--- src/rtl/mdio_mgmt_pkg.sv ---
package mdio_mgmt_pkg;
    localparam int PHY_W     = 5;
    localparam int RNUM_W    = 5;
    localparam int DAT_W     = 16;
    localparam int FRAME_LEN = 64;
    localparam int POS_W     = $clog2(FRAME_LEN);
    localparam int TA_POS    = 46;
    localparam int DATA_POS  = 48;

    localparam logic [2:0] W_SETUP  = 3'd0;
    localparam logic [2:0] W_CMD    = 3'd1;
    localparam logic [2:0] W_TARGET = 3'd2;
    localparam logic [2:0] W_TXDATA = 3'd3;
    localparam logic [2:0] W_RXDATA = 3'd4;
    localparam logic [2:0] W_STATUS = 3'd5;

    typedef struct packed {
        logic              is_read;
        logic [PHY_W-1:0]  phy;
        logic [RNUM_W-1:0] rnum;
        logic [DAT_W-1:0]  data;
    } xfer_req_t;

    function automatic logic [FRAME_LEN-1:0] pack_frame(input xfer_req_t r);
        logic [1:0] op;
        op = r.is_read ? 2'b10 : 2'b01;
        return {32'hFFFF_FFFF, 2'b01, op, r.phy, r.rnum, 2'b10,
                (r.is_read ? {DAT_W{1'b1}} : r.data)};
    endfunction
endpackage

--- src/rtl/mdio_clkgen.sv ---
module mdio_clkgen #(
    parameter int DIV_W = 3
) (
    input  logic             clk,
    input  logic             rst_n,
    input  logic             run,
    input  logic [DIV_W-1:0] div,
    output logic             mdc,
    output logic             rise_stb,
    output logic             fall_stb
);
    localparam int CNT_W = DIV_W + 1;

    typedef struct packed {
        logic [CNT_W-1:0] cnt;
        logic             level;
    } clk_state_t;

    clk_state_t st_q, st_d;
    logic [CNT_W-1:0] half_m1;
    logic             edge_now;

    always_comb begin
        half_m1  = {div, 1'b1};
        edge_now = run && (st_q.cnt == half_m1);
        rise_stb = edge_now && !st_q.level;
        fall_stb = edge_now && st_q.level;
        st_d     = st_q;
        if (!run) begin
            st_d.cnt   = '0;
            st_d.level = 1'b0;
        end else if (edge_now) begin
            st_d.cnt   = '0;
            st_d.level = !st_q.level;
        end else begin
            st_d.cnt = st_q.cnt + 1'b1;
        end
    end

    always_ff @(posedge clk or negedge rst_n) begin
        if (!rst_n) st_q <= '0;
        else        st_q <= st_d;
    end

    assign mdc = st_q.level && run;

    assert_rise_sets_level_R8: assert property (@(posedge clk) disable iff (!rst_n)
        rise_stb |=> st_q.level);
    assert_fall_clears_level_R8: assert property (@(posedge clk) disable iff (!rst_n)
        fall_stb |=> !st_q.level);
endmodule

--- src/rtl/mdio_frame_engine.sv ---
module mdio_frame_engine
    import mdio_mgmt_pkg::*;
(
    input  logic               clk,
    input  logic               rst_n,
    input  logic               srst,
    input  logic               start,
    input  xfer_req_t          req,
    input  logic               rise_stb,
    input  logic               fall_stb,
    input  logic               mdio_i,
    output logic               active,
    output logic               mdio_o,
    output logic               mdio_oe,
    output logic               done,
    output logic [DAT_W-1:0]   cap_data
);
    typedef struct packed {
        logic                 active;
        logic                 is_read;
        logic [POS_W-1:0]     pos;
        logic [FRAME_LEN-1:0] shreg;
        logic [DAT_W-1:0]     cap;
    } eng_state_t;

    eng_state_t st_q, st_d;
    logic       last_bit;
    logic       released;

    always_comb begin
        last_bit = (st_q.pos == POS_W'(FRAME_LEN - 1));
        released = st_q.is_read && (st_q.pos >= POS_W'(TA_POS));
        done     = 1'b0;
        st_d     = st_q;
        if (srst) begin
            st_d.active = 1'b0;
            st_d.pos    = '0;
        end else if (!st_q.active) begin
            if (start) begin
                st_d.active  = 1'b1;
                st_d.is_read = req.is_read;
                st_d.pos     = '0;
                st_d.shreg   = pack_frame(req);
            end
        end else begin
            if (rise_stb && st_q.is_read && st_q.pos >= POS_W'(DATA_POS))
                st_d.cap = {st_q.cap[DAT_W-2:0], mdio_i};
            if (fall_stb) begin
                if (last_bit) begin
                    st_d.active = 1'b0;
                    st_d.pos    = '0;
                    done        = 1'b1;
                end else begin
                    st_d.pos   = st_q.pos + 1'b1;
                    st_d.shreg = {st_q.shreg[FRAME_LEN-2:0], 1'b1};
                end
            end
        end
    end

    always_ff @(posedge clk or negedge rst_n) begin
        if (!rst_n) begin
            st_q       <= '0;
            st_q.shreg <= '1;
        end else begin
            st_q <= st_d;
        end
    end

    assign active   = st_q.active;
    assign mdio_o   = st_q.shreg[FRAME_LEN-1];
    assign mdio_oe  = st_q.active && !released;
    assign cap_data = st_q.cap;

    assert_pos_moves_on_fall_R8: assert property (@(posedge clk) disable iff (!rst_n)
        (st_q.active && !fall_stb && !srst) |=> $stable(st_q.pos));
    assert_released_in_read_tail_R5: assert property (@(posedge clk) disable iff (!rst_n)
        (st_q.active && st_q.is_read && st_q.pos >= POS_W'(TA_POS)) |-> !mdio_oe);
endmodule

--- src/rtl/mdio_reg_bank.sv ---
module mdio_reg_bank
    import mdio_mgmt_pkg::*;
#(
    parameter int               DIV_W     = 3,
    parameter logic [DIV_W-1:0] DIV_RESET = '1
) (
    input  logic               clk,
    input  logic               rst_n,
    input  logic               reg_wr,
    input  logic [2:0]         reg_idx,
    input  logic [31:0]        reg_wdata,
    output logic [31:0]        reg_rdata,
    input  logic               done,
    input  logic [DAT_W-1:0]   cap_data,
    output logic               start,
    output xfer_req_t          req,
    output logic [DIV_W-1:0]   div,
    output logic               srst,
    output logic               busy
);
    typedef struct packed {
        logic              soft_rst;
        logic [DIV_W-1:0]  div;
        logic              cmd_rd;
        logic [PHY_W-1:0]  phy;
        logic [RNUM_W-1:0] rnum;
        logic [DAT_W-1:0]  txd;
        logic [DAT_W-1:0]  rxd;
        logic              busy;
        logic              nvalid;
        logic              cur_read;
    } bank_state_t;

    bank_state_t st_q, st_d;
    logic        unused_wbits;

    assign unused_wbits = ^{reg_wdata[30:16], reg_wdata[7:5]};

    always_comb begin
        st_d  = st_q;
        start = 1'b0;
        req   = '{is_read: 1'b0, phy: st_q.phy, rnum: st_q.rnum, data: st_q.txd};

        if (done) begin
            st_d.busy = 1'b0;
            if (st_q.cur_read) begin
                st_d.rxd    = cap_data;
                st_d.nvalid = 1'b0;
            end
        end

        if (st_q.soft_rst) begin
            st_d.busy   = 1'b0;
            st_d.nvalid = 1'b0;
            st_d.cmd_rd = 1'b0;
        end

        if (reg_wr) begin
            case (reg_idx)
                W_SETUP: begin
                    st_d.soft_rst = reg_wdata[31];
                    st_d.div      = reg_wdata[DIV_W-1:0];
                end
                W_CMD: begin
                    st_d.cmd_rd = reg_wdata[0];
                    if (!st_q.busy && !st_q.soft_rst && reg_wdata[0] && !st_q.cmd_rd) begin
                        start       = 1'b1;
                        req.is_read = 1'b1;
                    end
                end
                W_TARGET: begin
                    st_d.phy  = reg_wdata[12:8];
                    st_d.rnum = reg_wdata[4:0];
                end
                W_TXDATA: begin
                    st_d.txd = reg_wdata[DAT_W-1:0];
                    if (!st_q.busy && !st_q.soft_rst) begin
                        start    = 1'b1;
                        req.data = reg_wdata[DAT_W-1:0];
                    end
                end
                default: ;
            endcase
        end

        if (start) begin
            st_d.busy     = 1'b1;
            st_d.cur_read = req.is_read;
            st_d.nvalid   = req.is_read;
        end
    end

    always_ff @(posedge clk or negedge rst_n) begin
        if (!rst_n) begin
            st_q     <= '0;
            st_q.div <= DIV_RESET;
        end else begin
            st_q <= st_d;
        end
    end

    always_comb begin
        case (reg_idx)
            W_SETUP:  reg_rdata = {st_q.soft_rst, {(31-DIV_W){1'b0}}, st_q.div};
            W_CMD:    reg_rdata = {31'b0, st_q.cmd_rd};
            W_TARGET: reg_rdata = {19'b0, st_q.phy, 3'b0, st_q.rnum};
            W_TXDATA: reg_rdata = {16'b0, st_q.txd};
            W_RXDATA: reg_rdata = {16'b0, st_q.rxd};
            W_STATUS: reg_rdata = {29'b0, st_q.nvalid, 1'b0, st_q.busy};
            default:  reg_rdata = '0;
        endcase
    end

    assign div  = st_q.div;
    assign srst = st_q.soft_rst;
    assign busy = st_q.busy;

    assert_start_raises_busy_R6: assert property (@(posedge clk) disable iff (!rst_n)
        start |=> st_q.busy);
    assert_write_keeps_valid_R7: assert property (@(posedge clk) disable iff (!rst_n)
        (start && !req.is_read) |=> !st_q.nvalid);
    assert_nvalid_within_busy_R7: assert property (@(posedge clk) disable iff (!rst_n)
        st_q.nvalid |-> st_q.busy);
endmodule

--- src/rtl/mdio_mgmt_master.sv ---
module mdio_mgmt_master
    import mdio_mgmt_pkg::*;
#(
    parameter int               DIV_W     = 3,
    parameter logic [DIV_W-1:0] DIV_RESET = '1
) (
    input  logic        clk,
    input  logic        rst_n,
    input  logic        reg_wr,
    input  logic [2:0]  reg_idx,
    input  logic [31:0] reg_wdata,
    output logic [31:0] reg_rdata,
    output logic        mdc,
    output logic        mdio_o,
    output logic        mdio_oe,
    input  logic        mdio_i
);
    logic             start, done, srst, busy, run, rise_stb, fall_stb;
    xfer_req_t        req;
    logic [DIV_W-1:0] div;
    logic [DAT_W-1:0] cap_data;

    mdio_reg_bank #(.DIV_W(DIV_W), .DIV_RESET(DIV_RESET)) u_bank (
        .clk(clk), .rst_n(rst_n), .reg_wr(reg_wr), .reg_idx(reg_idx),
        .reg_wdata(reg_wdata), .reg_rdata(reg_rdata), .done(done),
        .cap_data(cap_data), .start(start), .req(req), .div(div),
        .srst(srst), .busy(busy)
    );

    mdio_clkgen #(.DIV_W(DIV_W)) u_clk (
        .clk(clk), .rst_n(rst_n), .run(run), .div(div), .mdc(mdc),
        .rise_stb(rise_stb), .fall_stb(fall_stb)
    );

    mdio_frame_engine u_eng (
        .clk(clk), .rst_n(rst_n), .srst(srst), .start(start), .req(req),
        .rise_stb(rise_stb), .fall_stb(fall_stb), .mdio_i(mdio_i),
        .active(run), .mdio_o(mdio_o), .mdio_oe(mdio_oe), .done(done),
        .cap_data(cap_data)
    );

    assert_idle_quiet_R11: assert property (@(posedge clk) disable iff (!rst_n)
        !busy |-> (!mdio_oe && !mdc));
    assert_busy_tracks_engine_R6: assert property (@(posedge clk) disable iff (!rst_n)
        busy == run);
    assert_no_start_while_running_R9: assert property (@(posedge clk) disable iff (!rst_n)
        run |-> !start);
    assert_soft_reset_silences_R10: assert property (@(posedge clk) disable iff (!rst_n)
        srst |=> (!busy && !mdio_oe && !mdc));
endmodule

--- config.mk ---
export PLATFORM = sky130hd
export DESIGN_NAME = mdio_mgmt_master
export DESIGN_NICKNAME = d
export VERILOG_FILES = /design/src/rtl/mdio_mgmt_pkg.sv /design/src/rtl/mdio_clkgen.sv /design/src/rtl/mdio_frame_engine.sv /design/src/rtl/mdio_reg_bank.sv /design/src/rtl/mdio_mgmt_master.sv
export SDC_FILE = /design/constraint.sdc
export NUM_CORES = 1
export LEC_CHECK = 0
export ABC_AREA = 1
export BUFFER_PORTS_ARGS = -buffer_cell sky130_fd_sc_hd__buf_2
export CAP_MARGIN = 20
export CORE_MARGIN = 2
export CORE_UTILIZATION = 25
export CTS_BUF_LIST = sky130_fd_sc_hd__clkbuf_8
export CTS_CLUSTER_SIZE = 25
export DETAILED_ROUTE_END_ITERATION = 10
export GPL_TIMING_DRIVEN = 1
export PLACE_DENSITY_LB_ADDON = 0.1
export SYNTH_ARGS = -nofsm -noshare
export SYNTH_HDL_FRONTEND = slang
export SYNTH_HIERARCHICAL = 1
export SYNTH_SLANG_ARGS = --single-unit
--- constraint.sdc ---
create_clock -name clk -period 1.9 [get_ports clk]
set_clock_uncertainty 0.15 [all_clocks]
set_input_delay 0.285 -clock clk [delete_from_list [all_inputs] [get_ports clk]]
set_output_delay 0.285 -clock clk [all_outputs]
set_load 0.05 [all_outputs]
After elaboration in Yosys (flattened, before gate mapping). Index checks and enable logic that the tools add are counted.

Register bits after elaboration: 143. Bits of input ports: 39. Output and inout port bits: 35. Logic and storage cells: 102.

Add/sub/neg operators: 2. $lt $le $gt $ge: 2. Equality and inequality tests: 11. Mux-type cells: 38. Bitwise gates (word level): 2. Reduce and logical (&&, ||, !) cells: 30.

Operators by type and width (count): 32-bit one-hot mux with 6 select lines (1); 70-bit 2-to-1 mux (2); 16-bit 2-to-1 mux (5); 72-bit 2-to-1 mux (1); 64-bit 2-to-1 mux (1); 27-bit 2-to-1 mux (1); 1-bit 2-to-1 mux (17); 6-bit greater-or-equal comparator (second input constant) (2); 6-bit 2-to-1 mux (2); 2-bit AND reduction (6); 1-bit logical AND (11); 10-bit 2-to-1 mux (1); 3-bit nonzero test (3); 6-bit by 1-bit adder with 6-bit output (second input constant) (1); 3-bit by 2-bit == test with 1-bit output (second input constant) (2); 3-bit == test (second input constant) (2); 6-bit == test (second input constant) (1); 2-bit 2-to-1 mux (3); 2-bit != test (second input constant) (3); 3-bit AND reduction (2); 1-bit zero test (5); 5-bit 2-to-1 mux (1); 4-bit by 1-bit adder with 4-bit output (second input constant) (1); 4-bit == test (1); other kinds (9) (10).

Depth between registers and ports, before layout. Gate-level depths: netlist of the first run.

Depth in word-level cells: 11. Gate-level depth with buffers: 16. Depth with buffers taken out: 14.

By module. Netlist of the first run, hierarchy kept.

By module, submodules not included: mdio_frame_engine (times used 1, cells an instance 453, area each 4119.0 um^2, sequential area each 2282.2 um^2); mdio_reg_bank (times used 1, cells an instance 359, area each 2685.1 um^2, sequential area each 1255.0 um^2); mdio_clkgen (times used 1, cells an instance 41, area each 314.1 um^2, sequential area each 125.1 um^2).

Worst setup path after synthesis of the first run. Ideal clock, no wire load.

Path kind: input to output. From: input reg_idx[0]. To: output reg_rdata[31]. Arrival time: 1993 ps. Required time: 1465 ps. Setup slack: -528 ps. Cell stages on the path: 2. Path buffers: 1. Path through: buf_2 > nor4_1.

Word-level cells in the longest chain between the ends: 2. Elaborated cells on any way between the ends: 7. Classes of those cells: eq/ne (5); mux (1); reduce/logical (1).

RTL lines: from (decl) (line mdio_mgmt_master.sv:10) `input logic [2:0] reg_idx,`; 3-bit == test, or another cell as far along (line mdio_reg_bank.sv:103) `case (reg_idx)`; 32-bit one-hot mux with 6 select lines (*) (line mdio_reg_bank.sv:103); to (decl) (line mdio_mgmt_master.sv:12) `output logic [31:0] reg_rdata,`.

Every way passes the cells marked *; elsewhere a longest branch is shown, timed or not.

==> results of run 1 <==
logic make-up (layout without fill, tap and decap cells):
kind of cell / count (synthesis) / in the layout / share of synthesized area
AND/OR/NAND/NOR: 358 / 360 / 0.217
AO/OA/AOI/OAI: 198 / 198 / 0.150
buffers and inverters: 148 / 281 / 0.110
flip-flops: 143 / 143 / 0.515
adder cells (fa/ha/maj): 3 / 3 / 0.00527
XOR/XNOR: 2 / 2 / 0.00246
other: 1 / 15 / 0.000527
layer usage:
| layer | track usage | wire length [um] | part of all wire | vias to the layer above |
|---|---|---|---|---|
| li1 | - | - | - | 2994 |
| met5 | 0 | 0 | 0 | - |
| met3 | 0.0246 | 417 | 0.019 | 11 |
| met1 | 0.199 | 10300 | 0.48 | 2963 |
| met2 | 0.235 | 10500 | 0.49 | 55 |
| met4 | 0.0339 | 212 | 0.0099 | 0 |
sequential cells by signal, summed over array words and instances (netlist names):
register and cells:
u_bank/srst 1, u_bank/div 3, u_eng/mdio_o 1, u_eng/st_q 70, u_clk/st_q 5, u_bank/req 10
u_eng/active 1, u_bank/st_q 35, u_bank/busy 1, u_eng/cap_data 16
where the power goes:
group	total (mW)	switching (mW)	internal, mW
Sequential	3.42	0.166	3.25
Clock	2.46	1.38	1.08
Combinational	1.22	0.699	0.517
cell usage in the layout, fill, tap and decap left out, types with 7 or more instances in the layout:
cell type      instances
o21ai_0               34
buf_8                  7
nand2_2               64
nand3_2                7
buf_6                 36
nand2_1              157
a21oi_2                7
inv_1                 47
buf_4                 63
buf_16                10
o21ai_1               31
a21oi_1               40
nor2_1                24
dfrtp_1               75
conb_1                15
dlygate4sd3_1         18
or2_2                 15
buf_12                22
a22oi_1               21
clkbuf_8              17
inv_2                  7
nor2_2                 9
dfstp_2               67
nand2_4               39
buf_2                 26
nand3_1               21
nor2_4                 7
inv_6                  9
o21ai_2               52
critical path, cell delays in order (launching register included):
cell and delay [ns]:
dfstp_2 0.54, inv_1 0.04, nand2_1 0.06, nand2_2 0.07, nor2_4 0.10, nand2_2 0.07
buf_4 0.13, buf_4 0.12, buf_4 0.12, buf_4 0.12, buf_4 0.12, buf_4 0.12
buf_4 0.12, buf_6 0.11, nand2_4 0.05, nor2_1 0.04
final timing paths:
path,start,depth (start not counted),to
min reg2reg,u_eng/st_q[44],2,u_eng/st_q[44]
max in group asynchronous,rst_n,3,u_eng/st_q[59]
max reg2reg,u_bank/div[0],15,u_clk/st_q[3]
min,reg_wdata[2],3,u_bank/req[18]
max,u_bank/div[0],15,u_clk/st_q[3]
min in group asynchronous,rst_n,2,u_eng/st_q[82]
Yosys cell counts (all sizes together):
| cell | n |
|---|---|
| buf | 69 |
| a22oi | 26 |
| nor3 | 4 |
| nand4 | 5 |
| dfrtp | 76 |
| o21ai | 120 |
| nand3b | 1 |
| xnor2 | 1 |
| a31oi | 2 |
| dfstp | 67 |
| clkinv | 1 |
| o21bai | 2 |
| nand3 | 29 |
| a21oi | 47 |
| nor2 | 41 |
| or2 | 15 |
| inv | 58 |
| nand2 | 262 |
| ha | 3 |
| nor4 | 1 |
| o31ai | 1 |
| clkbuf | 20 |
| xor2 | 1 |
| conb | 1 |
through the flow:
step	hold slack, ns	power [mW]	utilization	instance area [sq um]
floorplan	-0.161	4.10	-	7270
global placement	0.106	4.38	0.287	8030
detailed placement	0.0906	4.38	0.287	8030
global route	0.0328	7.48	0.378	10600
CTS	0.00108	7.14	0.360	10000
finish	0.0328	7.09	0.378	10600
layout make-up:
type | instances | share of cell area
repair buffers | 190 | 0.204
flip-flops and latches | 143 | 0.347
multi-input cells | 578 | 0.344
clock buffers | 17 | 0.0222
inverters | 59 | 0.0233
well taps | 378 | 0.0448
clock inverters | 15 | 0.0140
timing repair:
item,4_1_cts,5_1_grt
cloned,22,8
resized for setup,231,151
hold endpoints to repair,81,0
pin swaps,24,39
buffers inserted,30,20
endpoints found under the setup margin,93,126
hold buffers,18,0
==> metrics.txt, run 1 <==
result of the run finished with violations; leakage power figure 4.62 nW; Final Hold Viols 0; nature of the critical path startpoint register; grt ovf 0; # fillers 2914; highest ir drop seen on vdd 0.310 mV; number of buffers inserted during clock tree synthesis 17; detailed router's first-iteration violation count 253; RSZ-0062 raised after global routing true; top area cells in the synthesized netlist dfrtp_1, dfstp_2, nand2_1; total placed cells including tap cells 1269; post-route minimum period 2.15 ns; overall via count from detail_route 6023; global placement routability congestion 0.700; number of levels the H-tree was split into 4; portion of the post-synthesis area used by sequential elements 0.515; detailed placement HPWL 11800 um; footprint of the flip-flops and latches 3660 sq um; synthesized instance count 853; antenna-violating nets left 0; Register-to-Register Setup Slack -0.25 ns; # clock sinks 143; Arrival @ worst endpoint 2.35 ns; mean area per synthesized cell 8.34 sq um; Worst-Skew Late Latency 0.46 ns; area of combinational cells with multiple inputs 3640 sq um; Layout Cells excl Fill 1380; Critical Setup Path Class register to register; die height 173 um; number of slew-limit violations in the final report 0; crit path setup slack, layout -0.250 ns; Layout Area Growth over Synthesis 48.3%; initial antenna violation count 0; summed instance area of the synthesized netlist 7120 sq um; Total Die Area 29800 sq um; violations in the final reports negative setup slack; clock slew at reported path FFs 0.09 ns; fraction of layout cells with a size suffix above 1 0.504; critical path fanouts, max 3; portion of synthesized cell area occupied by the leading cell type 0.267; kind of capture point of the worst setup path register; Worst EP required 2.10 ns; fraction of the cycle the final worst path needs 1.13; Chip Width 173 um; placeable core region 27900 sq um; number of flip-flops and latches in the synthesized netlist 143; pin count of the biggest net entering global routing 47; cell taking the most area after synthesis dfrtp_1; clock tree root buffer cell clkbuf_8; path class of the lowest-slack min-delay path primary input to register; I/O pins 74; total setup violations reported at the end of the flow 97; overall routed net length 21400 um; number of maximum-capacitance violations 0; initial standard-cell utilization of the core 0.255; input/output buffers 43; routed wirelength normalized by instance count 15.5 um; number of nets in the layout 1031; vias per cell 4.36; post-route DRC violation count 0; via count of the first global-routing pass 6193; pre-CTS setup slack -0.122 ns; count of inserted antenna diode cells 0; number of rows in the core area 61; Syn. warnings 6; buffers from clock root to sink, at most 2; synth unique cells 38; Total Routing Usage GR 0.144; Power per Cell Area 672 nW/um^2; number of detailed-routing iterations run before antenna repair 4; peak clock frequency supported by timing 465 MHz; global-route wire length before repair 34400 um; total negative slack -13.13 ns; CTS tree built
Note: power is estimated with default switching activity, not from simulation.
==> run 2, diff against run 1 <==
- SETUP_SLACK_MARGIN: not set -> 0.1
==> run 2 against run 1 <==
  * The run still ends with negative setup slack left
  * Sequential share of layout area fell by 1.7 points
  * Worst setup slack got worse by 0.022 ns
  * Wire length rose by 3.7%
  * Combinational power rose by 8%
  * Die area did not move
  * Final area rose by 5.2%
  * Non-clock buffer count rose by 9
  * Critical path depth rose by 1
  * Global-route usage rose by 0.77 points
  * Via count rose by 1.6%
  * Clock-buffer cell count did not move
  * First-iteration DRC count rose by 18%
  * Critical path type unchanged
==> metrics.txt, run 2 (same netlist as run 1, synthesis figures left out) <==
Biggest register u_eng/st_q; slew at the pin with the worst max-slew slack 0.617 ns; nature of the critical path startpoint register; input/output buffers 43 (unchanged); post-route minimum period 2.17 ns (+0.0222 ns); RSZ-0062 raised after global routing true; Final Hold Viols 0 (unchanged); clock slew at reported path FFs 0.09 ns (about the same); leakage power figure 4.85 nW (+5.0%); die height 173 um (unchanged); grt ovf 0 (unchanged); total placed cells including tap cells 1263 (-0.47%); # fillers 2821 (-3.2%); post-route DRC violation count 0 (unchanged); number of rows in the core area 61 (unchanged); critical path fanouts, max 7 (+4); antenna-violating nets left 0 (unchanged); Chip Width 173 um (unchanged); Slowest-stage cell, CP dfstp_2; Worst-Skew Late Latency 0.46 ns (about the same); Layout Cells excl Fill 1388 (+0.58%); worst path cell trace inv_2, nand2_2, nand2_2, nor2_4, nand2_2, nor2_2, inv_2, nand2_2, inv_2, nor2_4, buf_6, nand2_8, buf_12, buf_16, nand2_2, o21ai_1; initial antenna violation count 0 (unchanged); Power per Cell Area 644 nW/um^2 (-4.1%); via count of the first global-routing pass 6286 (+1.5%); number of buffers and inverters on the critical path 6 (-3); clock tree root buffer cell clkbuf_8; Worst EP required 2.13 ns (+0.03 ns); # clock sinks 143 (unchanged); count of inserted antenna diode cells 0 (unchanged); routed wirelength normalized by instance count 16.0 um (+3.1%); detailed placement HPWL 11700 um (-1.0%); crit path setup slack, layout -0.272 ns (-0.0222 ns); buffers from clock root to sink, at most 2 (unchanged); Layout Area Growth over Synthesis 56.0%; highest ir drop seen on vdd 0.321 mV (+3.5%); Critical Setup Path Class register to register; cell type with the highest occurrence count on the critical path nand2_2; pin count of the biggest net entering global routing 54 (+15%); number of levels the H-tree was split into 4 (unchanged); relative slew slack 0.588; initial standard-cell utilization of the core 0.255 (unchanged); path class of the lowest-slack min-delay path primary input to register; fraction of power consumed by the clock network 0.338 (-0.009); number of buffers inserted during clock tree synthesis 17 (unchanged); fraction of layout cells with a size suffix above 1 0.538 (+0.0336); Total Die Area 29800 sq um (unchanged); number of slew-limit violations in the final report 0 (unchanged); biggest cell delay along the critical path 0.54 ns (about the same); footprint of the flip-flops and latches 3660 sq um (unchanged); net switching power figure 2.33 mW (+3.8%); peak clock frequency supported by timing 460 MHz (-1.0%); number of nets in the layout 1039 (+0.78%); placeable core region 27900 sq um (unchanged); area of combinational cells with multiple inputs 3860 sq um (+6.1%); most used cells in the layout excluding fill and tap cells nand2_1, dfrtp_1, dfstp_2; overall routed net length 22200 um (+3.7%); detailed router's first-iteration violation count 299 (+18%); global-route wire length before repair 35700 um (+4.0%); Comb power frac 0.184 (+0.013); result of the run finished with violations; max FFs per register 70 (unchanged); violations in the final reports negative setup slack; Core Util, Final 0.398 (+0.0197); Arrival @ worst endpoint 2.40 ns (+0.05 ns); CTS tree built; portion of total power attributed to sequential cells 0.478 (-0.004); vias per cell 4.41 (+1.0%); Int Power 4.82 mW (-0.50%); startpoint of the most critical setup path u_bank/div[0]; kind of capture point of the worst setup path register; r2r startpoint u_bank/div[0]; fraction of the cycle the final worst path needs 1.14 (+0.0117); min-delay src reg_wdata[0]; Largest delay share family, worst path simple AND/OR/NAND/NOR gates; global placement routability congestion 0.723 (+3.2%); total setup violations reported at the end of the flow 96 (-1.0%); I/O pins 74 (unchanged); number of maximum-capacitance violations 0 (unchanged); overall via count from detail_route 6119 (+1.6%); most common cell after layout, fill and taps aside nand2_1; Switching Fraction 0.326 (+0.00926); Total Routing Usage GR 0.152 (+0.00767); number of detailed-routing iterations run before antenna repair 5 (+1)
==> run 2: worst paths after layout <==
path / to / slack [ns] / depth (start not counted)
max: u_eng/st_q[18] / -0.27 / 16
min: u_bank/div[0] / 0.08 / 4
max reg2reg: u_eng/st_q[18] / -0.27 / 16
min reg2reg: u_eng/st_q[51] / 0.32 / 2
max in group asynchronous: u_eng/st_q[57] / 0.76 / 3
min in group asynchronous: u_eng/st_q[84] / 0.15 / 2
==> run 2: stage by stage <==
| step | total power [mW] | setup slack (ns) | area [sq um] | setup TNS [ns] | hold slack, ns |
|---|---|---|---|---|---|
| after floorplan | 4.11 | -0.0395 | 7320 | -1.12 | -0.161 |
| after global placement | 4.40 | -0.119 | 8070 | -5.33 | 0.0789 |
| after detailed placement | 4.40 | -0.157 | 8070 | -8.08 | 0.0775 |
| after CTS | 7.19 | -0.299 | 10500 | -19.41 | 0.0460 |
| after global routing | 7.55 | -0.408 | 11100 | -32.96 | 0.0831 |
| final | 7.15 | -0.272 | 11100 | -19.62 | 0.0757 |
==> run 2: tightest hold or removal path: stages <==
cell	delay, ns
buf_2	0.10
inv_1	0.06
buf_4	0.14
o21ai_0	0.08
==> run 2: timing repair <==
action / 4_1_cts / 5_1_grt
endpoints found under the setup margin: 123 / 123
gates cloned: 29 / 2
resized for setup: 266 / 173
buffers inserted: 41 / 15
pin swaps: 30 / 30
endpoints found under the hold margin: 107 / 0
hold buffers: 19 / 0
==> run 2: final cells by class <==
| type | count | area share |
|---|---|---|
| inverter | 59 | 0.0213 |
| sequential | 143 | 0.330 |
| multi-input combinational | 577 | 0.347 |
| clock inverter | 15 | 0.0128 |
| timing repair buffer | 199 | 0.225 |
| tap | 378 | 0.0426 |
| clock buffer | 17 | 0.0211 |
==> run 2: power by group through the flow <==
stage               Combinational, mW  Clock (mW)  Sequential, mW
floorplan                       0.707           0            3.41
global placement                0.949           0            3.45
detailed placement              0.955           0            3.45
CTS                              1.27        2.51            3.40
global route                     1.45        2.65            3.45
finish                           1.32        2.41            3.42
==> run 2: layer usage <==
| layer | track usage | vias up | share of wire |
|---|---|---|---|
| li1 | - | 3024 | - |
| met1 | 0.206 | 3016 | 0.47 |
| met2 | 0.253 | 71 | 0.50 |
| met3 | 0.0288 | 8 | 0.024 |
| met4 | 0.0307 | 0 | 0.0060 |
| met5 | 0 | - | 0 |
